===== config.mk =====
export PLATFORM = sky130hd
export DESIGN_NAME = bar_window_decoder
export DESIGN_NICKNAME = d
export VERILOG_FILES = /design/src/rtl/bar_window_decoder.sv
export SDC_FILE = /design/constraint.sdc
export NUM_CORES = 1
export LEC_CHECK = 0
export CORE_MARGIN = 4
export CORE_UTILIZATION = 50
export DETAILED_ROUTE_END_ITERATION = 7
export GPL_TIMING_DRIVEN = 1
export MAX_ROUTING_LAYER = met4
export PLACE_DENSITY = 0.76
export SETUP_SLACK_MARGIN = 0.1
export SYNTH_ARGS = -nofsm -noshare
export SYNTH_HDL_FRONTEND = slang
export SYNTH_SLANG_ARGS = --single-unit
export TNS_END_PERCENT = 1

===== constraint.sdc =====
create_clock -name clk -period 7.8 [get_ports clk]
set_input_delay 1.56 -clock clk [delete_from_list [all_inputs] [get_ports clk]]
set_output_delay 1.56 -clock clk [all_outputs]
set_load 0.005 [all_outputs]

===== src/rtl/bar_window_decoder.sv =====
module bar_window_decoder #(
  parameter int NUM_BARS = 6,
  parameter logic [2*NUM_BARS-1:0] BAR_KIND = {2'd2, 2'd0, 2'd0, 2'd3, 2'd2, 2'd1},
  parameter logic [64*NUM_BARS-1:0] BAR_REQ = {64'd100, 64'd0, 64'd0, 64'h2_0000_0000, 64'd4096, 64'd20},
  localparam int IDX_W = $clog2(NUM_BARS)
) (
  input  logic              clk,
  input  logic              rst_n,
  input  logic              cfg_wr,
  input  logic [7:0]        cfg_addr,
  input  logic [2:0]        cfg_bytes,
  input  logic [31:0]       cfg_wdata,
  output logic [31:0]       cfg_rdata,
  input  logic              txn_valid,
  input  logic              txn_io,
  input  logic [63:0]       txn_addr,
  input  logic [3:0]        txn_len,
  output logic              hit,
  output logic [IDX_W-1:0]  hit_bar,
  output logic [63:0]       hit_offset
);
  localparam logic [1:0] K_NONE = 2'd0;
  localparam logic [1:0] K_IO   = 2'd1;
  localparam logic [1:0] K_M32  = 2'd2;
  localparam logic [1:0] K_M64  = 2'd3;
  localparam logic [7:0] FIRST  = 8'h10;
  localparam logic [7:0] LAST   = 8'(16 + 4 * NUM_BARS);

  function automatic logic [1:0] kind_of(int j);
    if (j < 0 || j >= NUM_BARS) return K_NONE;
    return BAR_KIND[2*j +: 2];
  endfunction

  function automatic logic [63:0] size_of(int j);
    logic [63:0] p;
    if (kind_of(j) == K_NONE) return 64'd0;
    p = (kind_of(j) == K_IO) ? 64'd4 : 64'd16;
    for (int k = 0; k < 64; k++)
      if (p < BAR_REQ[64*j +: 64]) p = p << 1;
    return p;
  endfunction

  function automatic bit upper_of(int j);
    return (j > 0) && (kind_of(j - 1) == K_M64);
  endfunction

  logic [1:0]  cmd_q;
  logic [31:0] bar_q  [NUM_BARS];
  logic [31:0] rd_val [NUM_BARS];
  logic [63:0] sz_vec [NUM_BARS];
  logic [63:0] off    [NUM_BARS];
  logic [NUM_BARS-1:0] match;
  logic [32*NUM_BARS-1:0] bar_flat;
  logic [63:0] win_size;

  wire        bar_wr = cfg_wr && cfg_bytes == 3'd4 && cfg_addr[1:0] == 2'b00 &&
                       cfg_addr >= FIRST && cfg_addr < LAST;
  wire [7:0]  wr_idx = (cfg_addr - FIRST) >> 2;
  wire [64:0] txn_end = {1'b0, txn_addr} + 65'(txn_len);
  wire        cmd_wr = cfg_wr && cfg_addr == 8'h04 &&
                       (cfg_bytes == 3'd1 || cfg_bytes == 3'd2 || cfg_bytes == 3'd4);

  always_ff @(posedge clk or negedge rst_n)
    if (!rst_n)      cmd_q <= 2'b00;
    else if (cmd_wr) cmd_q <= cfg_wdata[1:0];

  for (genvar j = 0; j < NUM_BARS; j++) begin : g_bar
    localparam logic [1:0]  K    = kind_of(j);
    localparam logic [63:0] SZ   = size_of(j);
    localparam bit          HI   = upper_of(j);
    localparam logic [63:0] LOSZ = size_of(j - 1);
    localparam logic [31:0] MASK = HI ? ~32'((LOSZ - 64'd1) >> 32) : ~32'(SZ - 64'd1);
    localparam logic [31:0] TYPEBITS = (K == K_IO) ? 32'h1 : (K == K_M64) ? 32'hC : 32'h0;

    if (K == K_NONE && !HI) begin : g_empty
      assign bar_q[j] = 32'h0;
    end else begin : g_reg
      always_ff @(posedge clk or negedge rst_n)
        if (!rst_n)                           bar_q[j] <= 32'h0;
        else if (bar_wr && wr_idx == 8'(j))   bar_q[j] <= cfg_wdata & MASK;
    end

    assign rd_val[j] = bar_q[j] | TYPEBITS;
    assign bar_flat[32*j +: 32] = bar_q[j];
    assign sz_vec[j] = SZ;

    logic [63:0] base;
    logic        en;
    if (K == K_M64 && j + 1 < NUM_BARS) begin : g_b64
      assign base = {bar_q[j+1], bar_q[j]};
    end else begin : g_b32
      assign base = {32'h0, bar_q[j]};
    end
    if (K == K_IO) begin : g_en_io
      assign en = cmd_q[0] && txn_io;
    end else if (K == K_M32 || K == K_M64) begin : g_en_mem
      assign en = cmd_q[1] && !txn_io;
    end else begin : g_en_off
      assign en = 1'b0;
    end

    wire [64:0] lim = {1'b0, base} + {1'b0, SZ};
    assign match[j] = txn_valid && en && txn_addr >= base && txn_end <= lim;
    assign off[j]   = txn_addr - base;
  end

  always_comb begin
    hit = 1'b0;
    hit_bar = '0;
    hit_offset = 64'h0;
    win_size = 64'h0;
    for (int j = NUM_BARS - 1; j >= 0; j--)
      if (match[j]) begin
        hit = 1'b1;
        hit_bar = IDX_W'(j);
        hit_offset = off[j];
        win_size = sz_vec[j];
      end
  end

  always_comb begin
    cfg_rdata = 32'h0;
    if (cfg_addr[7:2] == 6'd1) cfg_rdata = {30'h0, cmd_q};
    for (int j = 0; j < NUM_BARS; j++)
      if (cfg_addr[7:2] == 6'(4 + j)) cfg_rdata = rd_val[j];
  end


  idle_no_hit_chk: assert property (@(posedge clk) disable iff (!rst_n)
    !txn_valid |-> !hit);

  io_gate_chk: assert property (@(posedge clk) disable iff (!rst_n)
    hit && txn_io |-> cmd_q[0]);

  mem_gate_chk: assert property (@(posedge clk) disable iff (!rst_n)
    hit && !txn_io |-> cmd_q[1]);

  offset_range_chk: assert property (@(posedge clk) disable iff (!rst_n)
    hit |-> hit_offset + 64'(txn_len) <= win_size);

  partial_write_chk: assert property (@(posedge clk) disable iff (!rst_n)
    cfg_wr && (cfg_bytes != 3'd4 || cfg_addr[1:0] != 2'b00) |=> $stable(bar_flat));

  cmd_hold_chk: assert property (@(posedge clk) disable iff (!rst_n)
    !(cfg_wr && cfg_addr == 8'h04) |=> $stable(cmd_q));
endmodule


Yosys cells after proc, flatten, opt, wreduce, memory -nomap -nowiden
Index checks and enable logic that the tools add are counted.

Flip-flop bits (word level): 105. Output and inout bits: 100. Word-level logic and storage cells: 85. Bits of input ports: 116.

$add $sub $neg: 10. Reductions and logical operators: 27. $lt $le $gt $ge: 10. Mux-type cells: 19. Eq/ne operators: 14.

Operator list (count): $mux 64 (4); $le 65x33->1 (3); $ge 64x32->1 (3); $mux 32 (6); $sub 64x32->64 (3); $add 64x34->65 const B (1); $add 64x4->65 (1); $le 65x65->1 (1); $ge 64x64->1 (1); $sub 64x64->64 (1); $add 32x13->33 const B (1); $add 32x6->33 const B (1); $add 32x8->33 const B (1); $eq 6x3->1 const B (5); $logic_and 1x1->1 (22); $eq 6x1->1 const B (2); $eq 6x4->1 const B (2); $mux 3 (4); $eq 8x3->1 const B (1); $ge 8x5->1 const B (1); $logic_not 8->1 (1); $lt 8x6->1 const B (1); $sub 8x5->8 const B (1); $eq 6x2->1 const B (1); 8 further kinds (12).

Depth between registers and ports, before layout
Gate-level depths: netlist of the first run.

Depth after elaboration: 9. Depth in mapped cells: 25.

Worst setup path before layout of the first run
Ideal clock, no wire load.

Kind: input -> output. Start: in txn_addr[0]. End: out hit_offset[41]. Slack: 0.124 ns. Stages: 24. Data arrival time: 6.116 ns. Data required time: 6.240 ns. Cell sequence: ha_1 -> inv_1 -> fa_1 -> nor2b_1 -> o31a_1 -> buf_2 -> nand4_1 -> buf_2 -> o31a_1 -> or2_2 -> ha_1 -> nand4_1 -> nor3_1 -> nand2_1 -> nor3_1 -> nand4b_1 -> nor4b_1 -> a31oi_1 -> a211oi_1 -> clkbuf_1 -> buf_2 -> buf_1 -> nand2_1 -> a21oi_1.

Word-level cells in the longest chain between the ends: 7. Elaborated cells on any way between the ends: 25. Classes of those cells: 5 x add/sub; 8 x order compare; 4 x mux; 8 x reduce/logical.

Ends and longest elaborated chain: from (decl) (RTL line 16) `input logic [63:0] txn_addr,`; $add 64x4->65 / $ge 64x32->1 (equally long branches) (RTL line 59, 103); $le 65x33->1 / $logic_and 1x1->1 (equally long branches) (RTL line 103) `assign match[j] = txn_valid && en && txn_addr >= base && txn_end <= lim;`; $logic_and 1x1->1 (RTL line 103); $mux 64 (3 in a row) (RTL line 113) `if (match[j]) begin`; $mux 64 * (RTL line 113); to (decl) (RTL line 20) `output logic [63:0] hit_offset`.

Every way passes the cells marked *; elsewhere a longest branch is shown, timed or not.

Worst setup path in the final report of the first run
Start: in txn_len[2]. End: out hit_offset[14].

Word-level cells in the longest chain between the ends: 7. Elaborated cells on any way between the ends: 13. Classes of those cells: 1 x add/sub; 4 x order compare; 4 x mux; 4 x reduce/logical.

Ends and longest elaborated chain: from (decl) (RTL line 17) `input logic [3:0] txn_len,`; $add 64x4->65 * (RTL line 59) `wire [64:0] txn_end = {1'b0, txn_addr} + 65'(txn_len);`; $le 65x33->1 (RTL line 103); $logic_and 1x1->1 (RTL line 103); $mux 64 (3 in a row) (RTL line 113); $mux 64 * (RTL line 113).

Marks and branches as above.

==> results of run 1 <==
cells by family (layout without fill, tap and decap cells):
family	after synthesis	after routing	share of synthesized area
simple gates	832	832	0.241
compound gates	596	596	0.228
buf+inv	256	825	0.0572
xor+xnor	245	245	0.122
fa+ha+maj	223	223	0.160
flops	105	105	0.149
mux	67	67	0.0423
other cells	0	2	0
stage by stage:
step	utilization	cells	setup TNS, ns
2_1_floorplan	-	2324	0
3_3_place_gp	0.661	3279	-68.26
3_5_place_dp	0.661	3279	-76.78
4_1_cts	0.691	3333	-1.41
5_1_grt	0.699	3349	-12.54
6_report	0.700	3350	-3.88
cell usage after synthesis, types with 23 or more instances:
library cell and n:
nor3_1 75, a211oi_1 31, nor2b_1 23, nor2_1 148, xnor2_1 177, buf_2 25, ha_1 218, xor2_1 68
a221o_1 27, a21o_1 75, and3_1 35, nand2_1 213, dfrtp_1 105, o21ai_0 135, mux2_2 60, inv_1 161
nand3_1 110, clkbuf_1 58, a22o_1 24, a21oi_1 126, nand4_1 74, nor4_1 40
layout make-up:
cell class | count | area [um2]
Multi-Input combinational cell | 1963 | 14800
Fill cell | 2920 | 10400
Timing Repair Buffer | 646 | 5320
Sequential cell | 105 | 2630
Inverter | 163 | 619
Tap cell | 455 | 569
Clock buffer | 9 | 225
Clock inverter | 7 | 95.1
Antenna cell | 2 | 5.00
power groups by stage:
stage	Combinational (uW)	Clock [uW]	Sequential [uW]
6_report	777	523	550
4_1_cts	741	517	550
2_1_floorplan	373	0	559
5_1_grt	826	535	551
3_3_place_gp	708	0	561
3_5_place_dp	719	0	561
per-layer routing:
metal	share of wire	GRT usage	vias up
met4	0.081	0.280	0
li1	-	-	9681
met2	0.45	0.711	1482
met1	0.37	0.525	10300
met3	0.10	0.0761	458
met5	0	-	-
worst max-delay path, cell delays in order:
cell,delay [ns]
clkdlybuf4s15_2,0.20
ha_4,0.28
and3_4,0.19
a22o_1,0.19
buf_6,0.12
nand4_1,0.17
buf_6,0.20
buf_6,0.12
nor3_4,0.19
xor2_2,0.11
ha_1,0.32
nand4_1,0.10
nor4_1,0.29
buf_4,0.21
nand2_4,0.06
nor3_4,0.15
nand4b_1,0.19
nor4b_4,0.34
a31oi_4,0.13
a211oi_4,0.27
buf_6,0.15
or3_4,0.17
clkinv_4,0.09
buf_6,0.15
a221o_1,0.35
clkbuf_2,0.13
registers in the layout, summed over array words and instances (netlist names):
name,count
cmd_q,2
bar_flat,103
path summary, 6_finish.rpt:
| kind | startpoint | endpoint | cells after the start |
|---|---|---|---|
| min | bar_flat[126] | bar_flat[126] | 1 |
| min in group asynchronous | rst_n | bar_flat[124] | 1 |
| max | txn_len[2] | hit_offset[14] | 26 |
| max in group asynchronous | rst_n | bar_flat[174] | 2 |
| min reg2reg | bar_flat[126] | bar_flat[126] | 1 |
| max reg2reg | bar_flat[110] | bar_flat[110] | 2 |
timing repair:
item                       in CTS  in global routing
buffers inserted               36                 15
pin swaps                      71                 48
resized for setup             465                 85
setup endpoints to repair      68                 68
cloned                          2                  0
==> metrics.md, run 1 <==
| Metric | Value |
|---|---|
| Worst hold path type | flop to flop |
| Placer Congestion | 1.08 |
| WS Path Type | input port to primary output |
| Switching Share | 0.379 |
| Initial DRC count | 2427 |
| Later-pin clock latency in the skew report | 0.38 ns |
| Sequential share of power | 0.297 |
| Relative max-transition margin | 0.261 |
| Minimum clock period | 7.99 ns |
| Post-Synthesis Cells | between 2000 and 2500 |
| Ranking of synthesized cells by area | ha_1 (15%), dfrtp_1 (15%), xnor2_1 (8.8%) |
| Vias in the first global route | 21800 |
| TritonCTS clock tree | yes |
| Pre-CTS setup slack | -1.29 ns |
| Largest net degree at the start of global routing | 69 |
| Post-synth EDFFs | 0 |
| Drt total wl | approximately 87000 um |
| Most frequent cells in the layout | buf_4 (384), ha_1 (210), nand2_1 (205) |
| Max Fclk | between 0.1 and 0.15 GHz |
| Clock Pin Slew Worst Setup and Hold Paths | ~0.08 ns |
| MaxCap Viol Count | 0 |
| Vias per cell | 6.55 |
| Global-route wire length before repair | about 130000 um |
| Crit path setup slack, layout | -0.186 ns |
| Distinct cells, synth | 90 |
| Core area | 0.0346 mm2 |
| Die Ht | 196 um |
| Power Total | 1850 uW |
| Unrepaired setup endpoints after global routing | true |
| Req. time, crit path | 6.24 ns |
| Hpwl dp | approximately 70000 um |
| Most common cell after layout, fill and taps aside | buf_4 |
| Post-Syn Area | approximately 0.018 mm2 |
| P_int | around 1100 uW |
| Chip Width | 196 um |
| Hold_buf cts | 0 |
| P_leak | 0.0112 uW |
| Post-DR wirelength/cell | 26.0 um |
| Total global-route track usage | 0.447 |
| CTS sink cnt | around 110 |
| CTS buffer count | 9 |
| Synth Register Bits | approximately 110 |
| YS warnings | 0 |
| Final setup viols | 47 |
| Rows | just under 70 |
| Max VDD drop | between 0.09 and 0.1 mV |
| Post-route cell area | 0.0242 mm2 |
| Worst-case clock buffer depth | 2 |
| Ports | 216 |
| CP max FO | 5 |
| Post-synth top area cell | ha_1 |
| Post-synth top area share | 0.155 |
| Starting density of the core | 0.509 |
| GRT overflow | 0 |
| Die Area | 0.0383 mm2 |
| Share of cells above drive strength 1 | 0.258 |
| Cell Area, Placed | approximately 0.023 mm2 |
| Mean post-synth cell area | 7.58 um2 |
| Root Buffer Master | clkbuf_16 |
| Antenna Nets Post-Route | 0 |
| CP arrival | 6.43 ns |
| Power per cell area | approximately 76 mW/mm2 |
| Most used flip-flop cell after synthesis | dfrtp_1 |
| IO buf count | 215 |
| Hold Slack | 0.567 ns |
| Vias after detailed routing | ~22000 |
| Setup crit end kind | primary output |
| Area grow syn2layout | 37.5% |
| Fin nets | 3227 |
| Setup Skew | 0 ns |
| Post-synthesis sequential area ratio | 0.149 |
| Status | finished, violations left |
| Fraction of registers with async set/reset | 1.00 |
| R2r setup slk | 6.74 ns |
| Post-route clock period utilization | 1.02 |
| Switch Pwr | 701 uW |
| Max-slew violation count | 0 |
| Clock power frac | 0.283 |
| Mapped Nets | approximately 2700 |
| Critical Path Source Type | input port |
| Combinational Power Share | 0.420 |
| Post-route DRC | 0 |
| Failing checks | negative setup slack |
| H-Tree Depth | 3 |
| Initial antenna violation count | 2 |
| Final Hold Fails | 0 |
| First drt pass iteration count | 6 |
| Worst-Margin Slew | approximately 1.1 ns |
(Power assumes the default switching activity.)
==> run 2, diff against run 1 <==
--- a/config.mk
+++ b/config.mk
@@ -11,7 +11,7 @@
 export GPL_TIMING_DRIVEN = 1
 export MAX_ROUTING_LAYER = met4
 export PLACE_DENSITY = 0.76
-export SETUP_SLACK_MARGIN = 0.1
+export SETUP_SLACK_MARGIN = 0.4
 export SYNTH_ARGS = -nofsm -noshare
 export SYNTH_HDL_FRONTEND = slang
 export SYNTH_SLANG_ARGS = --single-unit
==> run 2 against run 1 <==
  * Final cell count increased by 0.12%
  * Highest routed layer unchanged
  * Global-route usage decreased by 0.46 points
  * Count of clock-buffer cells in the layout unchanged
  * Utilization increased by 0.34 points
  * The run still ends with negative setup slack left
  * Non-clock buffer count increased by 6
==> metrics.md, run 2 (synthesis results as in run 1) <==
| Metric | Value |
|---|---|
| Status | finished, violations left |
| Root Buffer Master | clkbuf_16 |
| Critical Path Source Type | input port |
| CP max FO | 8 (+3) |
| Die Area | 0.0383 mm2 (unchanged) |
| Die Ht | 196 um (unchanged) |
| Worst Hold Depth | 1 (unchanged) |
| Worst-Margin Slew | 1.09 ns (-0.0161 ns) |
| IO buf count | 215 (unchanged) |
| Core area | 0.0346 mm2 (unchanged) |
| Most frequent cells in the layout | buf_4 (400), ha_1 (212), nand2_1 (201) |
| Relative max-transition margin | 0.271 (+0.00988) |
| Worst-case clock buffer depth | 2 (unchanged) |
| Largest net degree at the start of global routing | 68 (-1.4%) |
| Vias in the first global route | 21600 (-0.80%) |
| Final Hold Fails | 0 (unchanged) |
| Crit path setup slack, layout | -0.0788 ns (+0.107 ns) |
| Later-pin clock latency in the skew report | 0.37 ns (about the same) |
| TritonCTS clock tree | yes |
| Power per cell area | 75.2 mW/mm2 (-1.6%) |
| CTS buffer count | 9 (unchanged) |
| P_leak | 0.0113 uW (+0.89%) |
| Initial antenna violation count | 0 (-2) |
| Starting density of the core | 0.509 (unchanged) |
| Post-layout util | 0.703 (+0.00343) |
| Antenna Diode Count | 0 (-2) |
| MaxCap Viol Count | 0 (unchanged) |
| Final setup viols | 10 (-79%) |
| Minimum clock period | 7.88 ns (-0.107 ns) |
| Max Fclk | 0.127 GHz (+1.4%) |
| Worst R2R Path Depth | 1 (-1) |
| Vias after detailed routing | 21900 (-0.12%) |
| GRT overflow | 0 (unchanged) |
| Initial DRC count | 2428 (+0.041%) |
| Share of cells above drive strength 1 | 0.269 (+0.0108) |
| Crit Reg-Reg Endpoint | bar_flat[115] |
| H-Tree Depth | 3 (unchanged) |
| Hold Path Origin | bar_flat[126] |
| Worst hold path type | flop to flop |
| Most common cell after layout, fill and taps aside | buf_4 |
| R2r setup slk | 6.72 ns (-0.02 ns) |
| Power Total | 1830 uW (-1.1%) |
| Max-slew violation count | 0 (unchanged) |
| Pre-CTS setup slack | -1.40 ns (-0.108 ns) |
| Failing checks | negative setup slack |
| Setup crit end kind | primary output |
| Setup TNS | -0.369 ns (+3.51 ns) |
| Critical R2R Launch | bar_flat[115] |
| Post-DR wirelength/cell | 25.6 um (-1.5%) |
| Clock Pin Slew Worst Setup and Hold Paths | 0.08 ns (about the same) |
| Area grow syn2layout | 38.2% |
| First drt pass iteration count | 6 (unchanged) |
| Hpwl dp | 69300 um (-0.49%) |
| Rows | 68 (unchanged) |
| Hold Slack | 0.548 ns (-0.0188 ns) |
| Max reg flops | 103 (unchanged) |
| Drt total wl | 85800 um (-1.4%) |
| Fin nets | 3233 (+0.19%) |
| Placer Congestion | 1.11 (+2.4%) |
| CTS sink cnt | 105 (unchanged) |
| Req. time, crit path | 6.24 ns (about the same) |
| CP arrival | 6.32 ns (-0.11 ns) |
| WS Path Type | input port to primary output |
| Chip Width | 196 um (unchanged) |
| Unrepaired setup endpoints after global routing | true |
| Setup Skew | 0 ns (unchanged) |
| Post-route clock period utilization | 1.01 (-0.0137) |
| Antenna Nets Post-Route | 0 (unchanged) |
| Max VDD drop | 0.0972 mV (+5.6%) |
| Total global-route track usage | 0.442 (-0.00459) |
| Ports | 216 (unchanged) |
| Global-route wire length before repair | 128000 um (-0.41%) |
| Filler cells | 2868 (-1.8%) |
| Hold_buf cts | 0 (unchanged) |
| Vias per cell | 6.53 (-0.24%) |
| Hold EP | bar_flat[126] |
| Post-route DRC | 0 (unchanged) |
run 2: cell types whose count changed in the layout (fill, tap and decap cells not counted), moves of 6 or more:
cell,change
clkbuf_2,-6
dlygate4sd2_1,-10
buf_4,+16
clkdlybuf4s15_2,-9
buf_2,+13
o21ai_1,+6
a211oi_1,-7
a211oi_2,+7
run 2: report_power, final:
part           internal [uW]  switching (uW)
registers                546            4.15
clock network            230             271
logic                    344             434
total                   1120             709
run 2: final cells by class:
| type | instances | area, um2 | share of cell area |
|---|---|---|---|
| Clock buffer | 9 | 225 | 0.00925 |
| Inverter | 163 | 624 | 0.0256 |
| Timing Repair Buffer | 652 | 5320 | 0.218 |
| Sequential cell | 105 | 2630 | 0.108 |
| Tap cell | 455 | 569 | 0.0234 |
| Multi-Input combinational cell | 1963 | 14900 | 0.612 |
| Clock inverter | 7 | 80.1 | 0.00329 |
run 2: worst max-delay path by stage:
| stage | cells past startpoint | slack (ns) | end | startpoint |
|---|---|---|---|---|
| global route | 26 | -0.26 | hit_offset[29] | txn_addr[26] |
| floorplan | 25 | 0.37 | hit_offset[18] | txn_addr[0] |
| finish | 25 | -0.08 | hit_offset[62] | txn_addr[38] |
| CTS | 27 | -0.003 | hit_offset[37] | txn_len[0] |
| global placement | 24 | -1.32 | hit_offset[61] | txn_addr[0] |
| detailed placement | 24 | -1.40 | hit_offset[63] | txn_addr[0] |
run 2: metrics by stage:
| stage | cell area (um2) | std cells |
|---|---|---|
| finish | 24300 | 3354 |
| global route | 24300 | 3354 |
| CTS | 24200 | 3349 |
| detailed placement | 22900 | 3274 |
| global placement | 22900 | 3274 |
| floorplan | 17600 | 2324 |
run 2: worst max-delay path, cell delays in order:
cell           delay (ns)
dlygate4sd2_1        0.22
nand4_1              0.19
buf_4                0.21
nor4_4               0.26
buf_4                0.18
nand2_1              0.08
o31a_1               0.32
or2_4                0.25
ha_4                 0.26
nand4_1              0.17
nor4_1               0.26
buf_4                0.20
nand2_4              0.06
nor3_4               0.14
nand4b_1             0.17
nor4b_4              0.35
a31oi_4              0.13
a211oi_4             0.31
buf_6                0.19
buf_12               0.12
buf_6                0.12
o311a_1              0.16
a21oi_1              0.07
o22ai_1              0.16
buf_2                0.15
run 2: per-layer routing:
layer  routed length, um  track usage  vias to the layer above
met5                   0            -                        -
met4                6910        0.277                        0
met3                8540       0.0866                      393
met2               38100        0.686                     1445
met1               32300        0.527                    10400
li1                    -            -                     9691
run 2: repair_timing:
item                                    CTS  global route
cloned                                    2             0
pin swaps                               134            49
resized for setup                       583            40
setup buffers                            57             5
endpoints found under the setup margin   68            68
